<file path="src/rtl/xcvr_pkg.sv">
package xcvr_pkg;

  localparam int unsigned XCVR_W_DEFAULT = 18;
  localparam int unsigned XCVR_LANES     = 2;

  // Per-direction controls
  typedef struct packed {
    logic drive_n;   // 1 releases the output
    logic pass;      // 1 makes the element transparent
    logic cap_en_n;  // 0 allows a strobe edge to capture
    logic strobe;    // capture strobe, sampled by the system clock
  } lane_ctl_t;

endpackage

</file>
<file path="src/rtl/xcvr_rst_sync.sv">
module xcvr_rst_sync #(
  parameter int unsigned STAGES = 2
) (
  input  logic clk,
  input  logic rst_n,
  output logic rst_s_n
);

  logic [STAGES-1:0] chain_q;
  logic [STAGES-1:0] chain_d;

  always_comb begin
    chain_d = {chain_q[STAGES-2:0], 1'b1};
  end

  always_ff @(posedge clk or negedge rst_n) begin
    if (!rst_n) chain_q <= '0;
    else        chain_q <= chain_d;
  end

  assign rst_s_n = chain_q[STAGES-1];

endmodule

</file>
<file path="src/rtl/xcvr_rise.sv">
module xcvr_rise (
  input  logic clk,
  input  logic rst_n,
  input  logic lvl,
  output logic rise
);

  logic lvl_q;
  logic lvl_d;

  always_comb begin
    lvl_d = lvl;
    rise  = lvl & ~lvl_q;
  end

  // Reset the previous level to 1 so that a strobe already high is not an edge
  always_ff @(posedge clk or negedge rst_n) begin
    if (!rst_n) lvl_q <= 1'b1;
    else        lvl_q <= lvl_d;
  end

  // a rise needs the strobe to go low again before the next one
  a_r7_rise_single: assert property (@(posedge clk) disable iff (!rst_n)
    rise |=> !rise);

endmodule

</file>
<file path="src/rtl/xcvr_hold.sv">
module xcvr_hold #(
  parameter int unsigned W = 18
) (
  input  logic         clk,
  input  logic         rst_n,
  input  logic [W-1:0] din,
  input  logic         pass,
  input  logic         cap_en_n,
  input  logic         rise,
  output logic [W-1:0] held
);

  logic [W-1:0] held_q;
  logic [W-1:0] held_d;
  logic         load;

  always_comb begin
    load   = 1'b0;
    held_d = held_q;
    if (pass) begin
      load = 1'b1;
    end else if (rise && !cap_en_n) begin
      load = 1'b1;
    end
    if (load) held_d = din;
  end

  always_ff @(posedge clk or negedge rst_n) begin
    if (!rst_n)    held_q <= '0;
    else if (load) held_q <= held_d;
  end

  assign held = held_q;

  // capture disabled keeps the stored value
  a_r6_blocked_edge: assert property (@(posedge clk) disable iff (!rst_n)
    (!pass && cap_en_n) |=> $stable(held_q));

  // an enabled rising edge stores the input seen at that edge
  a_r7_capture: assert property (@(posedge clk) disable iff (!rst_n)
    (!pass && !cap_en_n && rise) |=> (held_q == $past(din)));

  // no edge and not transparent means no change
  a_r8_steady_hold: assert property (@(posedge clk) disable iff (!rst_n)
    (!pass && !rise) |=> $stable(held_q));

endmodule

</file>
<file path="src/rtl/xcvr_lane.sv">
module xcvr_lane
  import xcvr_pkg::*;
#(
  parameter int unsigned W = 18
) (
  input  logic         clk,
  input  logic         rst_n,
  input  logic [W-1:0] din,
  input  lane_ctl_t    ctl,
  output logic [W-1:0] q,
  output logic         drv
);

  logic         rise;
  logic [W-1:0] held;
  logic [W-1:0] view;

  xcvr_rise u_rise (
    .clk  (clk),
    .rst_n(rst_n),
    .lvl  (ctl.strobe),
    .rise (rise)
  );

  xcvr_hold #(.W(W)) u_hold (
    .clk     (clk),
    .rst_n   (rst_n),
    .din     (din),
    .pass    (ctl.pass),
    .cap_en_n(ctl.cap_en_n),
    .rise    (rise),
    .held    (held)
  );

  always_comb begin
    view = ctl.pass ? din : held;
    drv  = ~ctl.drive_n;
    q    = drv ? view : '0;
  end

endmodule

</file>
<file path="src/rtl/duplex_latreg_xcvr.sv">
module duplex_latreg_xcvr
  import xcvr_pkg::*;
#(
  parameter int unsigned W = XCVR_W_DEFAULT
) (
  input  logic         clk,
  input  logic         rst_n,
  input  logic [W-1:0] a_in,
  output logic [W-1:0] a_out,
  output logic         a_drv,
  input  logic [W-1:0] b_in,
  output logic [W-1:0] b_out,
  output logic         b_drv,
  input  logic         ab_drive_n,
  input  logic         ab_pass,
  input  logic         ab_cap_en_n,
  input  logic         ab_strobe,
  input  logic         ba_drive_n,
  input  logic         ba_pass,
  input  logic         ba_cap_en_n,
  input  logic         ba_strobe
);

  localparam int unsigned NL = XCVR_LANES;

  logic         rst_s_n;
  lane_ctl_t    ctl [NL];
  logic [W-1:0] src [NL];
  logic [W-1:0] dst [NL];
  logic         drv [NL];

  xcvr_rst_sync #(.STAGES(2)) u_rst (
    .clk    (clk),
    .rst_n  (rst_n),
    .rst_s_n(rst_s_n)
  );

  // Lane 0 carries A to B, lane 1 carries B to A
  always_comb begin
    ctl[0] = '{drive_n: ab_drive_n, pass: ab_pass, cap_en_n: ab_cap_en_n, strobe: ab_strobe};
    ctl[1] = '{drive_n: ba_drive_n, pass: ba_pass, cap_en_n: ba_cap_en_n, strobe: ba_strobe};
    src[0] = a_in;
    src[1] = b_in;
  end

  for (genvar g = 0; g < NL; g++) begin : g_lane
    xcvr_lane #(.W(W)) u_lane (
      .clk  (clk),
      .rst_n(rst_s_n),
      .din  (src[g]),
      .ctl  (ctl[g]),
      .q    (dst[g]),
      .drv  (drv[g])
    );
  end

  assign b_out = dst[0];
  assign b_drv = drv[0];
  assign a_out = dst[1];
  assign a_drv = drv[1];

  // released output neither drives nor shows data
  a_r3_release_ab: assert property (@(posedge clk) disable iff (!rst_s_n)
    ab_drive_n |-> (!b_drv && b_out == '0));
  a_r3_release_ba: assert property (@(posedge clk) disable iff (!rst_s_n)
    ba_drive_n |-> (!a_drv && a_out == '0));

  // transparent and driven means the opposite port mirrors the input
  a_r5_follow_ab: assert property (@(posedge clk) disable iff (!rst_s_n)
    (!ab_drive_n && ab_pass) |-> (b_out == a_in));
  a_r5_follow_ba: assert property (@(posedge clk) disable iff (!rst_s_n)
    (!ba_drive_n && ba_pass) |-> (a_out == b_in));

endmodule

</file>
<file path="config.mk">
export PLATFORM = sky130hd
export DESIGN_NAME = duplex_latreg_xcvr
export DESIGN_NICKNAME = d
export VERILOG_FILES = /design/src/rtl/xcvr_pkg.sv /design/src/rtl/xcvr_rst_sync.sv /design/src/rtl/xcvr_rise.sv /design/src/rtl/xcvr_hold.sv /design/src/rtl/xcvr_lane.sv /design/src/rtl/duplex_latreg_xcvr.sv
export SDC_FILE = /design/constraint.sdc
export NUM_CORES = 1
export LEC_CHECK = 0
export ABC_AREA = 0
export CAP_MARGIN = 20
export CORE_MARGIN = 3
export CORE_UTILIZATION = 45
export CTS_BUF_LIST = sky130_fd_sc_hd__clkbuf_4 sky130_fd_sc_hd__clkbuf_8
export CTS_CLUSTER_SIZE = 28
export DETAILED_ROUTE_END_ITERATION = 8
export GPL_TIMING_DRIVEN = 0
export PLACE_DENSITY = 0.84
export SLEW_MARGIN = 20
export SYNTH_ARGS = -nofsm -noshare
export SYNTH_HDL_FRONTEND = slang
export SYNTH_HIERARCHICAL = 1
export SYNTH_SLANG_ARGS = --single-unit
</file>
<file path="constraint.sdc">
create_clock -name clk -period 1.7 [get_ports clk]
set_input_delay 0.17 -clock clk [delete_from_list [all_inputs] [get_ports clk]]
set_output_delay 0.17 -clock clk [all_outputs]
set_load 0.02 [all_outputs]
</file>
==> results list, run 1 <==
* Outcome: finished clean
- Counting flops and latches in the post-synthesis netlist gives 40.
- Later-pin clock latency in the skew report: 290 ps
- The synthesized design devotes to its leading area cell type 43.6% of total area.
- Layout cells sized above 1: 25.8%
- Number of port buffers: 81
* Final hold slack: 36.5 ps
- Initial antenna violation count: 0
- Aggregate routed wire length: 4810 um
- Standard-cell row count: 24
- Area of the core: 4500 sq um
- Distinct cell type count after synthesis: 14
* Startpoint types: primary input
- The worst setup path is captured at an output pin.
- Number of design rule violations left after detail routing: 0
* Synth Warn #: 6
* Sequential element share of the synthesized area: 46.0%
- Cell Pwr Density: 771 nW/um^2
- In this run the static leakage power is 0.00160 uW.
- Critical path arrival: 1460 ps
* Core utilization of the finished layout: 70.6%
- Fill cell total of the finished layout: 353
- The number of antenna diodes in the final layout is 0.
- Hold repair after CTS inserted 0 buffers.
- For the finished layout, the period the worst path requires is 1630 ps.
- Crit. Startpoint: ba_pass
* Worst clock skew: 5.91 ps
- IR analysis of the VDD net gives a maximum drop of 0.584 mV.
- The clock tree synthesis step divided the H-tree into 2 levels.
- In the final layout, the multi-input gates occupy 1040 sq um.
* Fin crit share: 95.8%
* Synthesis-to-finish area growth: 45.8%
- The critical path is of the primary input to output pin type.
- Measured along the y axis, the die boundary spans 75.6 um.
- The die covers 5720 sq um.
- Footprint of the flip-flops and latches: 1000 sq um
- Cell type contributing the most total cell area after synthesis: sky130_fd_sc_hd__dfrtp_1
- In the synthesized netlist, the number of instances is 167.
* Clock root buffer: sky130_fd_sc_hd__clkbuf_8
- Post-synthesis net count: 213
* Dpl hpwl: 3420 um
* Routed via count: 1,557
* Most common library cell in the layout ignoring fill and taps: sky130_fd_sc_hd__clkdlybuf4s50_1
- The first detailed-routing pass ran for 3 iterations.
* Achievable Freq: 0.614 GHz
- Highest-count cells in the layout ignoring fill and taps: sky130_fd_sc_hd__clkdlybuf4s50_1 (52), sky130_fd_sc_hd__dfrtp_1 (37), sky130_fd_sc_hd__mux2i_1 (36), sky130_fd_sc_hd__nor2_1 (36), sky130_fd_sc_hd__dlygate4sd2_1 (24)
- Summing all non-filler instances in the final layout gives an area of 3180 sq um.
- Starting Density: 48.4%
- Number of buffers on the longest clock path: 2
- Number of buffers created by CTS: 5
* Max-cap violations: 0
* Width of the die: 75.6 um
- Tightest Hold Check Type: primary input to async pin
- Cell area after synthesis: 2180 sq um
- In the post-synthesis netlist, the biggest area contributors are sky130_fd_sc_hd__dfrtp_1 (44%), sky130_fd_sc_hd__mux2i_1 (17%), sky130_fd_sc_hd__mux2_4 (14%).
- Clock-pin slew was measured on the worst setup and hold paths at 70 ps.
* Gr ovfl total: 0
- Area after detailed placement: 3080 sq um
* Avg Vias per Cell: 4.99
* Number of clock sinks: 40
- Unrepaired setup endpoints after global routing: false
- Of all nets on the critical path, the largest fanout is 4.
* Count of endpoints failing setup in the final report: 0
- Worst endpoint required time: 1530 ps
* Origin of the critical flop-to-flop path: g_lane[1].u_lane/u_rise/lvl_q
- Max Transition Viols Final: 0
* Gpl congestion: 0.744
- Global router's overall resource usage: 18.9%
* Average detailed-routed wire length per instance: 15.4 um
* CTS tree: yes
* Number of design-rule violations left by the first detailed-router iteration: 41
- The via count of the first global-routing pass is 1,637.
- The final layout contains 305 nets.
* DRT antenna net count: 0
- The first global-routing pass estimated 8180 um of wire.
- IO Pins: 84
- Each instance of the synthesized netlist takes up on average 13.1 sq um.
* Pin count of the biggest net entering global routing: 26
- The count of final hold-check violations came to 0.
[synthesized netlist by cell type]
library cell	number
sky130_fd_sc_hd__nor2_1	36
sky130_fd_sc_hd__mux2i_1	36
sky130_fd_sc_hd__dfrtp_1	38
sky130_fd_sc_hd__a21oi_4	2
sky130_fd_sc_hd__dfstp_2	2
sky130_fd_sc_hd__mux2_4	20
sky130_fd_sc_hd__nor2b_4	2
sky130_fd_sc_hd__buf_6	2
sky130_fd_sc_hd__inv_1	2
sky130_fd_sc_hd__buf_12	4
sky130_fd_sc_hd__conb_1	1
sky130_fd_sc_hd__mux2_2	16
sky130_fd_sc_hd__buf_2	4
sky130_fd_sc_hd__inv_2	2
[layer usage]
layer / up-vias / global-route usage, % / part of all wire (%)
li1: 754 / - / -
met1: 740 / 26.0 / 47
met2: 61 / 29.2 / 46
met3: 2 / 6.07 / 6.7
met4: 0 / 4.66 / 0.23
met5: - / 0 / 0
[registers in the layout (all words and copies together), names as in the netlist]
| register | count |
|---|---|
| g_lane.u_lane/u_hold/held | 36 |
| g_lane.u_lane/u_rise/lvl_q | 2 |
| u_rst/chain_q | 2 |
[path summary, 6_finish.rpt]
| kind | cells past startpoint | slack (ps) | endpoint |
|---|---|---|---|
| max reg2reg | 4 | 160 | g_lane[1].u_lane/u_hold/held[7] |
| min | 1 | 40 | u_rst/chain_q[0] |
| max in group asynchronous | 1 | 1070 | g_lane[1].u_lane/u_hold/held[13] |
| min in group clk | 1 | 330 | g_lane[0].u_lane/u_rise/lvl_q |
| min reg2reg | 0 | 180 | g_lane[1].u_lane/u_hold/held[15] |
| max | 5 | 70 | a_out[3] |
[per-stage QoR]
step           power, uW  std cells  setup TNS, ps  worst slack (ps)
5_1_grt             2610        312              0              7.16
6_report            2450        312              0              71.2
3_3_place_gp        1810        300          -9220              -367
2_1_floorplan       1520        167              0               284
3_5_place_dp        1830        301          -9600              -391
4_1_cts             2500        312              0              53.9
[area by class of cell]
class,instances,share of cell area (%)
Buffer,10,3.86
Clock buffer,8,3.07
Inverter,4,0.472
Multi-Input combinational cell,113,32.7
Sequential cell,40,31.6
Tap cell,52,2.05
Timing Repair Buffer,85,26.3
[cell families after synthesis]
group / after synthesis / synth area share [%]
muxes: 72 / 38.6
DFF: 40 / 46.0
buffers and inverters: 14 / 6.31
AOI/OAI and AO/OA: 2 / 1.49
other: 1 / 0.172
and+or+nand+nor: 38 / 7.46
[worst max-delay path, cell delays in order]
cell and delay (ps):
sky130_fd_sc_hd__dlygate4sd2_1 290, sky130_fd_sc_hd__buf_4 190, sky130_fd_sc_hd__mux2i_1 120, sky130_fd_sc_hd__nor2_1 90, sky130_fd_sc_hd__clkdlybuf4s50_1 600
[repair_timing]
| item | in CTS | in global routing |
|---|---|---|
| gates cloned | 2 | 0 |
| buffers inserted | 1 | 0 |
| endpoints found under the setup margin | 36 | 5 |
| gates resized for setup | 26 | 5 |
[power by group]
| part | switching (uW) | internal [uW] | total, uW |
|---|---|---|---|
| clock network | 310 | 363 | 672 |
| registers | 55.0 | 1050 | 1100 |
| logic | 292 | 385 | 676 |
No activity file was read; power rests on OpenSTA's default activity.
==> run 2: changes to the inputs <==
==> constraint.sdc (replaced) <==
create_clock -name clk -period 1.7 [get_ports clk]
set_input_delay 0.17 -clock clk [delete_from_list [all_inputs] [get_ports clk]]
set_output_delay 0.17 -clock clk [all_outputs]
set_load 0.005 [all_outputs]
==> results list, run 2 (synthesis gave the netlist of run 1 again) <==
- Metal2 WL: 2270 um
- Summing over every cut layer, the via total after detailed routing is 1,558.
* Wire length on met3: 321 um
- Highest-count cells in the layout ignoring fill and taps: sky130_fd_sc_hd__clkdlybuf4s50_1 (74), sky130_fd_sc_hd__dfrtp_1 (37), sky130_fd_sc_hd__mux2i_1 (36), sky130_fd_sc_hd__nor2_1 (36), sky130_fd_sc_hd__mux2_4 (20)
* Avg Vias per Cell: 4.96
* Core utilization of the finished layout: 71.9%
- Unrepaired setup endpoints after global routing: false
- The clock reaches the later pin of the worst-skew pair after 280 ps.
- STA classifies the critical path endpoint as an output pin.
- The final critical path takes up 96.1% of the cycle.
* Multi-input gate area: 1040 sq um
* Shortest clock period the worst path allows after layout: 1630 ps
- After floorplanning, the core was sized to cover 4500 sq um.
- Dpl hpwl: 3420 um
- Tightest Hold Check Type: primary input to async pin
* CTS tree: yes
- Once detail routing completed, the nets flagged for antenna violations numbered 0.
* Htree depth: 2
* Average detailed-routed wire length per instance: 15.4 um
* Number of buffers on the longest clock path: 2
- Startpoint types: primary input
* Aggregate routed wire length: 4820 um
- In the final layout, flip-flops and latches occupy 1000 sq um.
* Worst clock skew: 6.67 ps
- Gpl congestion: 0.744
* Worst endpoint required time: 1530 ps
- IO Pins: 84
* Achievable Freq: 0.612 GHz
* Cell Pwr Density: 744 nW/um^2
- The initial utilization of the core area, before any placement, comes to 48.4%.
* Die ar.: 5720 sq um
- From left edge to right edge, the die measures 75.6 um.
* Final Hold Fails: 0
- Number of port buffers: 81
- Final worst setup slack: 65.7 ps
- Data arrives at the worst endpoint at 1460 ps.
- After routing the design area is 3240 sq um.
- Number of hold buffers added after cts: 0
- Area after detailed placement: 3080 sq um
- Count of endpoints failing setup in the final report: 0
* Fill cell total of the finished layout: 360
- Layout cells sized above 1: 26.3%
* Highest ir drop seen on vdd: 0.577 mV
- In this run the clock root is driven by a sky130_fd_sc_hd__clkbuf_8.
* Routed metal-1 wire length: 2220 um
- Synthesis-to-finish area growth: 48.5%
- Most common library cell in the layout ignoring fill and taps: sky130_fd_sc_hd__clkdlybuf4s50_1
- Signal routing reaches up to met4.
* Max Transition Viols Final: 0
* Ant. Diodes: 0
* Number of flip-flops in the largest register: 36
- For this run, the total global-route usage over all layers was measured as 19.1%.
- For this run, the post-layout net count is 307.
- Clock transition at the registers of the reported paths: 70 ps
- For this design the static power due to leakage is 0.00155 uW.
* Worst slack at placement: -288 ps
- The run finished with clean final reports.
- Number of design rule violations left after detail routing: 0
* Number of clock sinks: 40
- Row generation in the floorplan step produced 24 rows.
* Vertical die dimension: 75.6 um
* Initial antenna violation count: 0
- Pin count of the biggest net entering global routing: 26
* Detailed-router iteration count before antenna repair: 4
- Max-cap violations: 0
- Buffers inserted during clock tree synthesis total 5.
* Category of the critical setup timing path: primary input to output pin
* Number of design-rule violations left by the first detailed-router iteration: 62
- Number of global-route vias before repair: 1,666
- Gr ovfl total: 0
* Global-route wire length before repair: 8190 um
- Largest fanout of any net on the critical path: 4
-- run 2: cell count changes in the layout (fill, tap and decap cells not counted), sizes merged --
cell	previous run	this run
buf	14	16
clkdlybuf4s15	0	2
clkdlybuf4s50	52	74
dlygate4sd2	24	0
-- run 2: metrics by stage --
step / cells / hold slack [ps] / setup TNS (ps) / power [uW]
after global placement: 300 / 335 / -5770 / 1720
after floorplan: 167 / -126 / 0 / 1440
after detailed placement: 301 / 183 / -6200 / 1750
after CTS: 314 / 24.3 / 0 / 2450
final: 314 / 39.6 / 0 / 2410
after global routing: 314 / 13.3 / 0 / 2560
-- run 2: layout make-up --
type | instances | share of cell area (%)
Multi-Input combinational cell | 113 | 32.1
Sequential cell | 40 | 31.0
Inverter | 4 | 0.464
Tap cell | 52 | 2.01
Buffer | 10 | 3.79
Timing Repair Buffer | 87 | 27.6
Clock buffer | 8 | 3.01
-- run 2: where the power goes --
part           internal, uW  switching [uW]
combinational           418             215
sequential             1050            55.4
clock                   363             309
-- run 2: layer usage --
layer / vias up / global-route usage, %
li1: 755 / -
met1: 741 / 25.0
met3: 2 / 6.46
met2: 60 / 30.5
met5: - / 0
met4: 0 / 4.66
-- run 2: worst max-delay path, stage by stage --
cell and delay, ps:
sky130_fd_sc_hd__clkdlybuf4s15_1 230, sky130_fd_sc_hd__buf_6 160, sky130_fd_sc_hd__buf_4 140, sky130_fd_sc_hd__mux2i_1 130
sky130_fd_sc_hd__nor2_1 120, sky130_fd_sc_hd__clkdlybuf4s50_1 520
-- run 2: final timing paths --
kind                       depth (start not counted)  slack [ps]                           from                                to
max                                                6          70                        ba_pass                          a_out[4]
min reg2reg                                        0         180               u_rst/chain_q[1]  g_lane[1].u_lane/u_hold/held[15]
max in group asynchronous                          1        1070               u_rst/chain_q[1]  g_lane[1].u_lane/u_hold/held[13]
max reg2reg                                        4         170  g_lane[1].u_lane/u_rise/lvl_q   g_lane[1].u_lane/u_hold/held[7]
min in group clk                                   1         330                      ab_strobe     g_lane[0].u_lane/u_rise/lvl_q
min                                                1          40                          rst_n                  u_rst/chain_q[0]
-- run 2: what timing repair did --
action | in CTS | in global routing
endpoints found under the setup margin | 36 | 8
hold endpoints to repair | 0 | 0
gates cloned | 0 | 0
setup buffers | 5 | 0
resized for setup | 2 | 7
==> run 3: changes to the inputs <==
--- a/config.mk
+++ b/config.mk
@@ -8,12 +8,13 @@
 export ABC_AREA = 0
 export CAP_MARGIN = 20
 export CORE_MARGIN = 3
-export CORE_UTILIZATION = 45
+export CORE_UTILIZATION = 55
 export CTS_BUF_LIST = sky130_fd_sc_hd__clkbuf_4 sky130_fd_sc_hd__clkbuf_8
 export CTS_CLUSTER_SIZE = 28
 export DETAILED_ROUTE_END_ITERATION = 8
+export DONT_BUFFER_PORTS = 1
 export GPL_TIMING_DRIVEN = 0
-export PLACE_DENSITY = 0.84
+export PLACE_DENSITY = 0.72
 export SLEW_MARGIN = 20
 export SYNTH_ARGS = -nofsm -noshare
 export SYNTH_HDL_FRONTEND = slang
==> constraint.sdc (replaced) <==
create_clock -name clk -period 2.1 [get_ports clk]
set_input_delay 0.21 -clock clk [delete_from_list [all_inputs] [get_ports clk]]
set_output_delay 0.21 -clock clk [all_outputs]
set_load 0.005 [all_outputs]
==> results list, run 3 (synthesis gave the netlist of run 1 again) <==
- Across all layers, the routed design uses 1,257 vias.
- Number of hold buffers added after cts: 3
* Area of the core: 3740 sq um
- Number of port buffers: 0
- Number of design-rule violations left by the first detailed-router iteration: 34
- Average detailed-routed wire length per instance: 18.1 um
- The die is 69.0 um tall.
- After clock tree synthesis, the clock-pin slew on the worst setup and hold paths is 70 ps.
* Max-cap violations: 0
* Tightest Hold Check Type: primary input to flop
- Using the TritonRoute via totals, the vias-per-cell ratio works out to 5.54.
- Later-pin clock latency in the skew report: 280 ps
- Final Hold Fails: 0
- After detailed placement, the total cell area comes to 2270 sq um.
- Leaving out fill and tap cells, the most frequent cell in the layout is sky130_fd_sc_hd__dfrtp_1.
- The number of antenna diodes in the final layout is 0.
- Unrepaired setup endpoints after global routing: false
* Synthesis-to-finish area growth: 9.93%
* Aggregate routed wire length: 4100 um
- Achievable Freq: 0.646 GHz
- Endpoint kind of the worst setup timing path: flop
- Along the worst hold path, the cell count comes to 1.
- Origin of the critical flop-to-flop path: g_lane[0].u_lane/u_rise/lvl_q
- Global-route wire length before repair: 6200 um
* Pin count of the biggest net entering global routing: 21
- The largest single stage delay on the critical path is 550 ps.
- Starting Density: 58.3%
* Number of buffers on the longest clock path: 2
* Endpoint of the worst register-to-register path: g_lane[0].u_lane/u_hold/held[11]
* Initial antenna violation count: 0
- Gates resized during post-CTS repair numbered 0.
* Master of the slowest instance on the critical path: sky130_fd_sc_hd__dfstp_2
- Cell Pwr Density: 727 nW/um^2
- The worst-case IR drop observed on VDD is 0.484 mV.
* Fin crit share: 73.7%
* Number of buffers created by CTS: 5
- Number of global-route vias before repair: 1,316
- TritonCTS built the clock tree.
* Fill cell total of the finished layout: 319
* Worst hold endpoint: g_lane[1].u_lane/u_hold/held[4]
* Post-CTS setup buffers: 0
- Setup violations remaining at the end of the flow were counted as 0.
- The detail route stage leaves a number of antenna-violating nets equal to 0.
- Walking the worst path, the cells encountered are nor2b_4 > a21oi_4 > buf_12 > mux2_4.
* Setup_tns: 0 ps
* Gr ovfl total: 0
- For this run, the post-layout net count is 224.
- The clock drives 40 sinks.
- For the worst flop-to-flop path, the logic depth is 4.
- Global router's overall resource usage: 18.1%
- Critical path arrival: 1710 ps
* Worst clock skew: 6.75 ps
* IO Pins: 84
- For the worst setup path, the data required time is 2260 ps.
* Outcome: finished clean
- In this run the worst path has a maximum fanout of 10.
- In the final layout, the share of cells above drive strength 1 is 35.8%.
* Highest-count cells in the layout ignoring fill and taps: sky130_fd_sc_hd__dfrtp_1 (37), sky130_fd_sc_hd__mux2i_1 (36), sky130_fd_sc_hd__nor2_1 (36)
- Number of design rule violations left after detail routing: 0
- Dpl hpwl: 3060 um
- Detailed-router iteration count before antenna repair: 4
- Cell area after layout: 2400 sq um
- The floorplan step defined a die boundary enclosing 4760 sq um.
* Crit path max-delay family: flip-flops
* Gpl congestion: 0.666
- Width of the die: 69.0 um
- Worst reg2reg setup slack: 550 ps
* Htree depth: 2
- Static leakage power: 0.00116 uW
- Shortest clock period the worst path allows after layout: 1550 ps
- Max Transition Viols Final: 0
- Category of the critical setup timing path: flop to flop
- Clock root buffer: sky130_fd_sc_hd__clkbuf_8
* Standard-cell row count: 22
* Startpoint types: flop
* Number of buffers and inverters on the critical path: 1
* Worst Min Path Start: b_in[4]
- The register with the most flip-flops in the layout has 36 of them.
## run 3: layout make-up
cell class | instances | area, sq um | share of cell area, %
Inverter | 4 | 15.0 | 0.626
Sequential cell | 40 | 1000 | 41.9
Tap cell | 48 | 60.1 | 2.51
Timing Repair Buffer | 4 | 57.6 | 2.40
Multi-Input combinational cell | 113 | 1040 | 43.4
Clock buffer | 8 | 97.6 | 4.07
Buffer | 10 | 123 | 5.11
## run 3: worst max-delay path by stage
stage / from / end / slack, ps / cells after the start
after global routing: g_lane[0].u_lane/u_rise/lvl_q / g_lane[0].u_lane/u_hold/held[11] / 500 / 4
after floorplan: g_lane[0].u_lane/u_rise/lvl_q / g_lane[0].u_lane/u_hold/held[10] / 680 / 4
after CTS: g_lane[0].u_lane/u_rise/lvl_q / g_lane[0].u_lane/u_hold/held[11] / 530 / 4
after detailed placement: g_lane[0].u_lane/u_rise/lvl_q / g_lane[0].u_lane/u_hold/held[11] / 540 / 4
after global placement: u_rst/chain_q[1] / g_lane[1].u_lane/u_hold/held[11] / 530 / 0
final: g_lane[0].u_lane/u_rise/lvl_q / g_lane[0].u_lane/u_hold/held[11] / 550 / 4
## run 3: report_power, final
part	total [uW]	leakage, uW	internal, uW	switching [uW]
Sequential	898	0.000464	849	49.0
Combinational	311	0.000640	180	131
Clock	535	0.0000523	294	241
## run 3: per-stage QoR
stage          std cells  hold slack [ps]  total power [uW]  setup slack [ps]  util [%]
2_1_floorplan        167            -85.6              1160               684         -
5_1_grt              227             59.4              1840               502      64.0
6_report             227             73.8              1740               553      64.0
3_3_place_gp         215            -85.5              1200               535      59.9
3_5_place_dp         216            -85.5              1220               541      60.6
4_1_cts              227             64.3              1770               527      64.0
## run 3: worst register-to-register path: stages (launching register included)
cell                      delay, ps
sky130_fd_sc_hd__dfstp_2        550
sky130_fd_sc_hd__nor2b_4         50
sky130_fd_sc_hd__a21oi_4        320
sky130_fd_sc_hd__buf_12         200
sky130_fd_sc_hd__mux2_4         310
## run 3: metal layers
metal  wire, um  global-route usage (%)  vias to the layer above
li1           -                       -                      590
met1       1610                    21.3                      623
met2       2170                    31.4                       42
met3        306                    5.19                        2
met4         19                    5.84                        0
met5          0                       0                        -
